--- src/rtl/sram_ft_pkg.sv ---
package sram_ft_pkg;

    typedef enum logic [1:0] {
        ST_IDLE  = 2'd0,
        ST_READ  = 2'd1,
        ST_WRITE = 2'd2
    } op_state_e;

    // Low two address bits for burst beat k from base b.
    function automatic logic [1:0] beat_low(input logic [1:0] b,
                                            input logic [1:0] k,
                                            input logic       ilv);
        return ilv ? (b ^ k) : (b + k);
    endfunction

endpackage

--- src/rtl/sram_burst_gen.sv ---
module sram_burst_gen
    import sram_ft_pkg::*;
#(
    parameter int AW = 6
) (
    input  logic          clk,
    input  logic          rst_n,
    input  logic          load,
    input  logic          adv,
    input  logic [AW-1:0] ld_addr,
    input  logic          ilv,
    output logic [AW-1:0] acc_addr,
    output logic [1:0]    beat
);

    logic [AW-1:0] base_q;

    always_ff @(posedge clk or negedge rst_n) begin
        if (!rst_n) begin
            base_q <= '0;
            beat   <= 2'd0;
        end else if (load) begin
            base_q <= ld_addr;
            beat   <= 2'd0;
        end else if (adv) begin
            beat   <= beat + 2'd1;
        end
    end

    always_comb begin
        acc_addr      = base_q;
        acc_addr[1:0] = beat_low(base_q[1:0], beat, ilv);
    end

endmodule

--- src/rtl/sram_wr_buf.sv ---
module sram_wr_buf #(
    parameter int AW    = 6,
    parameter int LANES = 2,
    parameter int LW    = 9,
    localparam int DW   = LANES * LW
) (
    input  logic             clk,
    input  logic             rst_n,
    input  logic             en,
    input  logic             capture,
    input  logic [AW-1:0]    cap_addr,
    input  logic [DW-1:0]    wdata,
    input  logic [LANES-1:0] lane_wr_n,
    input  logic [AW-1:0]    rd_addr,
    input  logic [DW-1:0]    arr_rdata,
    output logic [DW-1:0]    fwd_rdata,
    output logic             cm_we,
    output logic [AW-1:0]    cm_addr,
    output logic [DW-1:0]    cm_data,
    output logic [LANES-1:0] cm_mask
);

    logic             vld_q;
    logic [AW-1:0]    addr_q;
    logic [DW-1:0]    data_q;
    logic [LANES-1:0] mask_q;

    always_ff @(posedge clk or negedge rst_n) begin
        if (!rst_n) begin
            vld_q <= 1'b0;
        end else if (en) begin
            vld_q <= capture;
        end
    end

    always_ff @(posedge clk) begin
        if (en && capture) begin
            addr_q <= cap_addr;
            data_q <= wdata;
            mask_q <= ~lane_wr_n;
        end
    end

    // Buffered write retires to the array at the next enabled edge.
    assign cm_we   = en && vld_q;
    assign cm_addr = addr_q;
    assign cm_data = data_q;
    assign cm_mask = mask_q;

    logic hit;
    assign hit = vld_q && (addr_q == rd_addr);

    for (genvar l = 0; l < LANES; l++) begin : g_merge
        assign fwd_rdata[l*LW +: LW] = (hit && mask_q[l]) ? data_q[l*LW +: LW]
                                                          : arr_rdata[l*LW +: LW];
    end

endmodule

--- src/rtl/sram_array.sv ---
module sram_array #(
    parameter int AW    = 6,
    parameter int LANES = 2,
    parameter int LW    = 9,
    localparam int DW    = LANES * LW,
    localparam int DEPTH = 1 << AW
) (
    input  logic             clk,
    input  logic             we,
    input  logic [AW-1:0]    waddr,
    input  logic [DW-1:0]    wdata,
    input  logic [LANES-1:0] wmask,
    input  logic [AW-1:0]    raddr,
    output logic [DW-1:0]    rdata
);

    logic [DW-1:0] mem [DEPTH];

    always_ff @(posedge clk) begin
        if (we) begin
            for (int l = 0; l < LANES; l++) begin
                if (wmask[l]) mem[waddr][l*LW +: LW] <= wdata[l*LW +: LW];
            end
        end
    end

    assign rdata = mem[raddr];

endmodule

--- src/rtl/sram_ft_burst.sv ---
module sram_ft_burst
    import sram_ft_pkg::*;
#(
    parameter int AW     = 6,
    parameter int LANES  = 2,
    parameter int LANE_W = 9,
    localparam int DW    = LANES * LANE_W
) (
    input  logic             clk,
    input  logic             rst_n,
    input  logic             clk_en_n,
    input  logic             burst_go,
    input  logic [AW-1:0]    addr,
    input  logic             wr_req_n,
    input  logic [LANES-1:0] lane_wr_n,
    input  logic             sel_a_n,
    input  logic             sel_b,
    input  logic             sel_c_n,
    input  logic             ilv_mode,
    input  logic             out_en_n,
    input  logic [DW-1:0]    wdata,
    output logic [DW-1:0]    rdata,
    output logic             rdata_drive
);

    op_state_e st_q, st_d;

    logic          en, chip_sel, load, adv;
    logic [AW-1:0] acc_addr;
    logic [1:0]    beat;
    logic [DW-1:0] arr_rdata, fwd_rdata;
    logic          cm_we;
    logic [AW-1:0] cm_addr;
    logic [DW-1:0] cm_data;
    logic [LANES-1:0] cm_mask;

    assign en       = !clk_en_n;
    assign chip_sel = !sel_a_n && sel_b && !sel_c_n;
    assign load     = en && !burst_go && chip_sel;
    assign adv      = en && burst_go && (st_q != ST_IDLE);

    // Next-state decode.
    always_comb begin
        st_d = st_q;
        unique case (st_q)
            ST_IDLE: begin
                if (!burst_go) begin
                    if (chip_sel) st_d = wr_req_n ? ST_READ : ST_WRITE;
                    else          st_d = ST_IDLE;
                end
            end
            ST_READ, ST_WRITE: begin
                if (!burst_go) begin
                    if (chip_sel) st_d = wr_req_n ? ST_READ : ST_WRITE;
                    else          st_d = ST_IDLE;
                end
            end
            default: st_d = ST_IDLE;
        endcase
    end

    // State register; a stalled clock extends the cycle.
    always_ff @(posedge clk or negedge rst_n) begin
        if (!rst_n)  st_q <= ST_IDLE;
        else if (en) st_q <= st_d;
    end

    // Output decode.
    always_comb begin
        rdata       = '0;
        rdata_drive = 1'b0;
        unique case (st_q)
            ST_READ: begin
                rdata       = fwd_rdata;
                rdata_drive = !out_en_n;
            end
            ST_IDLE, ST_WRITE: begin
                rdata_drive = 1'b0;
            end
            default: rdata_drive = 1'b0;
        endcase
    end

    sram_burst_gen #(.AW(AW)) u_burst (
        .clk      (clk),
        .rst_n    (rst_n),
        .load     (load),
        .adv      (adv),
        .ld_addr  (addr),
        .ilv      (ilv_mode),
        .acc_addr (acc_addr),
        .beat     (beat)
    );

    sram_wr_buf #(.AW(AW), .LANES(LANES), .LW(LANE_W)) u_wbuf (
        .clk       (clk),
        .rst_n     (rst_n),
        .en        (en),
        .capture   (st_q == ST_WRITE),
        .cap_addr  (acc_addr),
        .wdata     (wdata),
        .lane_wr_n (lane_wr_n),
        .rd_addr   (acc_addr),
        .arr_rdata (arr_rdata),
        .fwd_rdata (fwd_rdata),
        .cm_we     (cm_we),
        .cm_addr   (cm_addr),
        .cm_data   (cm_data),
        .cm_mask   (cm_mask)
    );

    sram_array #(.AW(AW), .LANES(LANES), .LW(LANE_W)) u_array (
        .clk   (clk),
        .we    (cm_we),
        .waddr (cm_addr),
        .wdata (cm_data),
        .wmask (cm_mask),
        .raddr (acc_addr),
        .rdata (arr_rdata)
    );

endmodule

--- config.mk ---
export PLATFORM = sky130hd
export DESIGN_NAME = sram_ft_burst
export DESIGN_NICKNAME = d
export VERILOG_FILES = /design/src/rtl/sram_ft_pkg.sv /design/src/rtl/sram_burst_gen.sv /design/src/rtl/sram_wr_buf.sv /design/src/rtl/sram_array.sv /design/src/rtl/sram_ft_burst.sv
export SDC_FILE = /design/constraint.sdc
export NUM_CORES = 1
export LEC_CHECK = 0
export ABC_AREA = 1
export BUFFER_PORTS_ARGS = -buffer_cell sky130_fd_sc_hd__buf_2
export CORE_MARGIN = 3
export CORE_UTILIZATION = 50
export CTS_CLUSTER_SIZE = 12
export DETAILED_ROUTE_END_ITERATION = 10
export PLACE_DENSITY_LB_ADDON = 0.1
export SYNTH_ARGS = -nofsm -noshare
export SYNTH_HDL_FRONTEND = slang
export SYNTH_HIERARCHICAL = 1
export SYNTH_SLANG_ARGS = --single-unit
--- constraint.sdc ---
create_clock -name clk -period 5.81 [get_ports clk]
set_clock_uncertainty 0.1 [all_clocks]
set_input_delay 0.581 -clock clk [delete_from_list [all_inputs] [get_ports clk]]
set_output_delay 0.581 -clock clk [all_outputs]
set_load 0.02 [all_outputs]
==> impl_metrics.env, run 1 <==
export IMPL_vias_per_cell=5.68
export IMPL_root_buffer="clkbuf_16"
export IMPL_vdd_drop_max_v=0.000432
export IMPL_critical_path_class="register to output pin"
export IMPL_die_h_um=320
export IMPL_cp_end_kind="output pin"
export IMPL_period_needed_ns=5.46
export IMPL_grt_busiest_layer="met2"
export IMPL_fin_hold_ws_ns=0.0749
export IMPL_areaGrowthSynthToFinish_pct=12.1
export IMPL_setup_tns_ns=0
export IMPL_ctsHoldBuffers=29
export IMPL_synth_largest_area_cell="edfxtp_1"
export IMPL_drtIter0Drc=3697
export IMPL_multiInputGateArea_um2=11900
export IMPL_grt_pass1_wl_um=198000
export IMPL_p_per_area_nw_per_um2=441
export IMPL_fin_ws_ns=0.349
export IMPL_wl_um=133000
export IMPL_nets=4425
export IMPL_status="completed"
export IMPL_cts_path_max_buffers=3
export IMPL_seq_area_um2=35700
export IMPL_grt_max_degree=204
export IMPL_grt_use_met1_pct=37.4
export IMPL_grt_overflow_total=0
export IMPL_dieWidth_um=320
export IMPL_dieArea_um2=103000
export IMPL_track_usage_pct=25.8
export IMPL_max_slew_worst_pin_slew_ns=1.28
export IMPL_ys_ff_latch=1189
export IMPL_grt_pass1_vias=30800
export IMPL_antennaDiodeCount=0
export IMPL_dr_pass1_iters=5
export IMPL_grt_setup_unrepaired="false"
export IMPL_p_leak_nw=20.2
export IMPL_synth_area_leaders="edfxtp_1, nand2_1, nand3_1"
export IMPL_fillers=8086
export IMPL_maxSlewHeadroom_pct=14.4
export IMPL_yosysUniqueCellTypes=31
export IMPL_timing_final_crit_share_pct=94.0
export IMPL_cts_tree="built"
export IMPL_cts_buffers=130
export IMPL_antenna_found_initial=1
export IMPL_yosys_warnings=6
export IMPL_pin_count=55
export IMPL_cts_resized=0
export IMPL_start_util_pct=50.7
export IMPL_clkTransAtPathRegs_ns=0.05
export IMPL_hold_viol=0
export IMPL_remaining_drc_errors=0
export IMPL_post_route_util_pct=56.9
export IMPL_startpoint_type="register"
export IMPL_grtUsageMet3_pct=3.94
export IMPL_use_met2_pct=39.9
export IMPL_cp_required_ns=5.13
export IMPL_synthFlopType="edfxtp_1"
export IMPL_placementRows=114
export IMPL_finalSetupViolCount=0
export IMPL_hold_class="input pin to register"
export IMPL_synth_area_per_cell_um2=11.5
export IMPL_htree_levels=4
export IMPL_syn_cell_area_um2=49400
export IMPL_max_cap_violations=0
export IMPL_drive_gt1_share_pct=9.55
export IMPL_drv_slew=0
export IMPL_clock_sinks=1189
export IMPL_wl_per_cell_um=23.2
export IMPL_clk_latency_ns=0.73
export IMPL_arrival_ns=4.78
export IMPL_worstPathMaxFanout=203
export IMPL_core_area_um2=97400
export IMPL_port_buffers=54
export IMPL_yosysTopAreaCellShare_pct=71.6
export IMPL_place_congestion=0.830
export IMPL_synth_net_count=4321
export IMPL_timing_fmax_mhz=183
export IMPL_post_place_ws_ns=1.21
export IMPL_synthArstFlopShare_pct=0.925
export IMPL_synthCells=4284
export IMPL_ys_seq_area_share_pct=72.1
export IMPL_synth_edff_count=1178
export IMPL_post_cts_buffers=0
export IMPL_hpwlAfterDp_um=71300
export IMPL_ant_nets=0
export IMPL_vias=32700
-- synthesized netlist by cell type, types with 2 or more instances --
cell type and instances:
clkbuf_8 2, nor3_1 116, clkinv_1 3, nand3_2 3, buf_2 121, buf_6 35
inv_2 12, nand2_1 1560, nor2_2 2, edfxtp_1 1178, buf_8 3, dfrtp_1 11
inv_1 46, buf_1 24, clkbuf_1 48, nand2_2 2, o21ai_1 4, a21oi_2 2
nand3_1 1003, buf_4 47, a21oi_1 3, nor2_1 47, nand2_4 2, nand3b_1 2
o21ai_0 2
-- placed cells by master (no fill, tap or decap) --
cell | synthesis | layout
nand2_1 | 1560 | 1558
edfxtp_1 | 1178 | 1178
nand3_1 | 1003 | 1002
buf_4 | 47 | 157
clkbuf_16 | 0 | 141
nor3_1 | 116 | 109
buf_2 | 121 | 54
nor2_1 | 47 | 47
inv_1 | 46 | 45
clkbuf_1 | 48 | 40
dlygate4sd3_1 | 0 | 29
clkinv_1 | 3 | 25
buf_12 | 0 | 12
inv_2 | 12 | 11
clkinv_2 | 0 | 10
dfrtp_1 | 11 | 8
nor3_2 | 0 | 7
clkbuf_8 | 2 | 5
inv_6 | 1 | 4
nand2_2 | 2 | 4
nand3_2 | 3 | 4
o21ai_1 | 4 | 4
a21oi_1 | 3 | 3
bufinv_16 | 0 | 3
nand2_4 | 2 | 2
nor2_2 | 2 | 2
o21ai_0 | 2 | 2
inv_8 | 1 | 2
nand3b_1 | 2 | 2
dfrtp_2 | 0 | 2
a21oi_2 | 2 | 2
clkinv_16 | 0 | 1
inv_4 | 1 | 1
ha_4 | 0 | 1
dfrtp_4 | 0 | 1
nor2_4 | 1 | 1
nor2_8 | 1 | 1
-- worst max-delay path, stage by stage, from the launching register on --
cell	delay (ns)
dfrtp_1	0.41
ha_4	0.79
clkinv_16	0.54
buf_12	0.49
nand2_1	0.18
nand3_1	0.08
nand3_1	0.17
nand2_1	0.08
nand2_1	0.08
nand3_1	0.15
nand3_1	0.21
nand2_1	0.15
nand2_1	0.09
nand2_1	0.06
inv_1	0.05
nor2_1	0.04
buf_2	0.17
-- state kept, by name (all words and copies together) (netlist names) --
name	cells
u_wbuf/cm_mask	2
u_burst/base_q	6
u_wbuf/cm_data	18
u_burst/beat	2
u_wbuf/cm_addr	6
u_array/mem	1152
st_q	2
u_wbuf/vld_q	1
-- final cells by class --
type                            count  area share [%]
Clock buffer                      186            6.76
Clock inverter                     38           0.449
Inverter                           64           0.522
Multi-Input combinational cell   2751            21.5
Sequential cell                  1189            64.4
Tap cell                         1276            2.88
Timing Repair Buffer              252            3.57
-- power breakdown --
group	switching, mW	total (mW)	internal, mW	leakage, nW
clock	3.19	7.78	4.59	1.95
combinational	5.25	7.25	2.00	7.54
sequential	0.0585	9.41	9.35	10.7
total	8.50	24.4	15.9	20.2
-- per-stage QoR --
stage / std cells / area (µm²) / power, mW
6_report: 5756 / 55400 / 24.4
5_1_grt: 5756 / 55400 / 25.7
4_1_cts: 5756 / 55400 / 24.6
3_5_place_dp: 5503 / 51100 / 16.8
3_3_place_gp: 5503 / 51100 / 16.7
2_1_floorplan: 4284 / 49400 / 15.0
-- routing by layer --
metal	routed length (µm)	vias to the layer above
li1	-	15200
met1	58300	16000
met2	61200	1238
met4	4850	0
met5	0	-
met3	9050	227
-- final timing paths --
path / end / slack [ns] / cells after the start / startpoint
setup / recovery: rdata[6] / 0.35 / 16 / u_burst/beat[0]
hold / removal: st_q[0] / 0.07 / 4 / clk_en_n
setup reg to reg: u_array/mem[10][8] / 2.65 / 4 / u_wbuf/cm_addr[0]
hold reg to reg: u_burst/base_q[0] / 0.44 / 2 / u_burst/base_q[0]
max in group asynchronous: u_burst/base_q[2] / 5.21 / 2 / rst_n
min in group asynchronous: u_burst/base_q[1] / 0.16 / 2 / rst_n
-- cells by family after synthesis --
group	Yosys count	share of synthesized area, %
buffers and inverters	344	3.95
and+or+nand+nor	2739	23.8
adders and majority gates	1	0.0253
AOI/OAI and AO/OA	11	0.127
DFF	1189	72.1
No activity file was read; power rests on OpenSTA's default activity.
==> run 2, diff against run 1 <==
- CORE_MARGIN: 3 -> 1.5
==> impl_metrics.env, run 2 (synthesized netlist as in run 1, its figures left out) <==
export IMPL_cts_tree="built"
export IMPL_hold_class="input pin to register"
export IMPL_largest_reg_flops=1152
export IMPL_critical_path_class="register to output pin"
export IMPL_top_register="u_array/mem"
export IMPL_dr_pass1_iters=5
export IMPL_multiInputGateArea_um2=11900
export IMPL_cp_num_buf_inv=4
export IMPL_hold_viol=0
export IMPL_maxSlewHeadroom_pct=2.63
export IMPL_crit_path_max_incr_delay_ns=0.61
export IMPL_drtIter0Drc=3831
export IMPL_timing_reg2reg_setup_slack_ns=2.39
export IMPL_remaining_drc_errors=0
export IMPL_dieArea_um2=101000
export IMPL_worstPathMaxFanout=158
export IMPL_hpwlAfterDp_um=75200
export IMPL_timing_final_crit_share_pct=89.9
export IMPL_grt_pass1_wl_um=201000
export IMPL_vdd_drop_max_v=0.000358
export IMPL_layout_common_cells="nand2_1, edfxtp_1, nand3_1, buf_4, clkbuf_16"
export IMPL_clock_sinks=1189
export IMPL_wl_per_cell_um=23.5
export IMPL_nets=4420
export IMPL_antenna_found_initial=2
export IMPL_total_power_mw=24.6
export IMPL_arrival_ns=4.54
export IMPL_clkTransAtPathRegs_ns=0.05
export IMPL_drive_gt1_share_pct=9.39
export IMPL_critPathMostFrequentCell="nand2_1"
export IMPL_pin_count=55
export IMPL_post_place_ws_ns=1.35
export IMPL_worst_path_dominant_cell_family="simple AND/OR/NAND/NOR gates"
export IMPL_core_area_um2=98100
export IMPL_fillers=8218
export IMPL_vias_per_cell=5.65
export IMPL_dieWidth_um=317
export IMPL_cp_end_kind="output pin"
export IMPL_p_per_area_nw_per_um2=444
export IMPL_timing_fmax_mhz=192
export IMPL_slowest_stage="ha_4"
export IMPL_startpoint_type="register"
export IMPL_start_util_pct=50.4
export IMPL_cp_cell_sequence="ha_4 > clkinv_16 > buf_12 > nand2_1 > nand3_1 > nand3_1 > nand2_1 > nand2_1 > nand3_1 > nand3_1 > nand2_1 > nand2_1 > nand2_1 > inv_1 > nor2_1 > buf_2"
export IMPL_period_needed_ns=5.22
export IMPL_wl_um=136000
export IMPL_htree_levels=4
export IMPL_p_leak_nw=20.2
export IMPL_cts_resized=0
export IMPL_status="completed"
export IMPL_clk_latency_ns=0.74
export IMPL_placementRows=115
export IMPL_final_common_cell="nand2_1"
export IMPL_grt_setup_unrepaired="false"
export IMPL_max_slew_worst_pin_slew_ns=1.45
export IMPL_grt_overflow_total=0
export IMPL_place_congestion=0.821
export IMPL_grt_max_degree=159
export IMPL_cp_required_ns=5.13
export IMPL_cts_path_max_buffers=3
export IMPL_port_buffers=54
export IMPL_drv_slew=0
export IMPL_seq_area_um2=35700
export IMPL_setup_tns_ns=0
export IMPL_root_buffer="clkbuf_16"
export IMPL_grt_pass1_vias=30800
export IMPL_vias=32500
export IMPL_max_cap_violations=0
export IMPL_post_cts_buffers=0
export IMPL_finalSetupViolCount=0
export IMPL_fin_ws_ns=0.588
export IMPL_die_h_um=317
export IMPL_ant_nets=0
export IMPL_areaGrowthSynthToFinish_pct=12.0
export IMPL_post_route_util_pct=56.4
export IMPL_track_usage_pct=26.8
export IMPL_cts_buffers=131
==> run 2: what timing repair did <==
item | CTS | global route
hold endpoints to repair | 37 | 0
hold buffers | 27 | 0
setup endpoints to repair | 0 | 0
==> run 2: worst paths after layout <==
path | depth (start not counted) | start | to
hold reg to reg | 2 | u_burst/base_q[0] | u_burst/base_q[0]
min in group asynchronous | 2 | rst_n | u_burst/base_q[1]
setup / recovery | 16 | u_burst/beat[0] | rdata[5]
max in group asynchronous | 2 | rst_n | u_burst/base_q[2]
setup reg to reg | 3 | u_wbuf/cm_mask[1] | u_array/mem[1][13]
hold / removal | 4 | wr_req_n | st_q[1]
==> run 2: per-layer routing <==
layer / GRT usage (%) / vias up / share of wire [%] / wire [µm]
met5: 0 / - / 0.0088 / 12
met4: 8.77 / 2 / 2.7 / 3670
met3: 4.03 / 214 / 7.2 / 9780
met2: 42.8 / 1202 / 48 / 65000
met1: 37.9 / 15900 / 42 / 57200
li1: - / 15200 / - / -
==> run 2: stage by stage <==
stage / std cells / cell area (µm²) / hold slack, ns
6_report: 5762 / 55400 / 0.0620
5_1_grt: 5758 / 55400 / 0.0703
2_1_floorplan: 4284 / 49400 / 0.185
4_1_cts: 5757 / 55300 / 0.000525
3_3_place_gp: 5509 / 51100 / 0.371
3_5_place_dp: 5509 / 51100 / 0.372
==> run 2: area by class of cell <==
class	instances	area share [%]
sequential	1189	64.4
multi-input combinational	2751	21.4
clock buffer	165	6.38
timing repair buffer	246	3.55
tap	1287	2.91
clock inverter	56	0.784
inverter	64	0.522
antenna	4	0.0181
==> run 2: power breakdown <==
part | switching [mW] | internal, mW
Sequential | 0.0489 | 9.35
Clock | 3.26 | 4.58
Combinational | 5.34 | 2.00
==> run 2: worst reg2reg max path, cell delays in order (launching register included) <==
cell and delay (ns):
edfxtp_1 0.72, nand2_2 0.59, buf_4 0.49, nor3_1 1.10
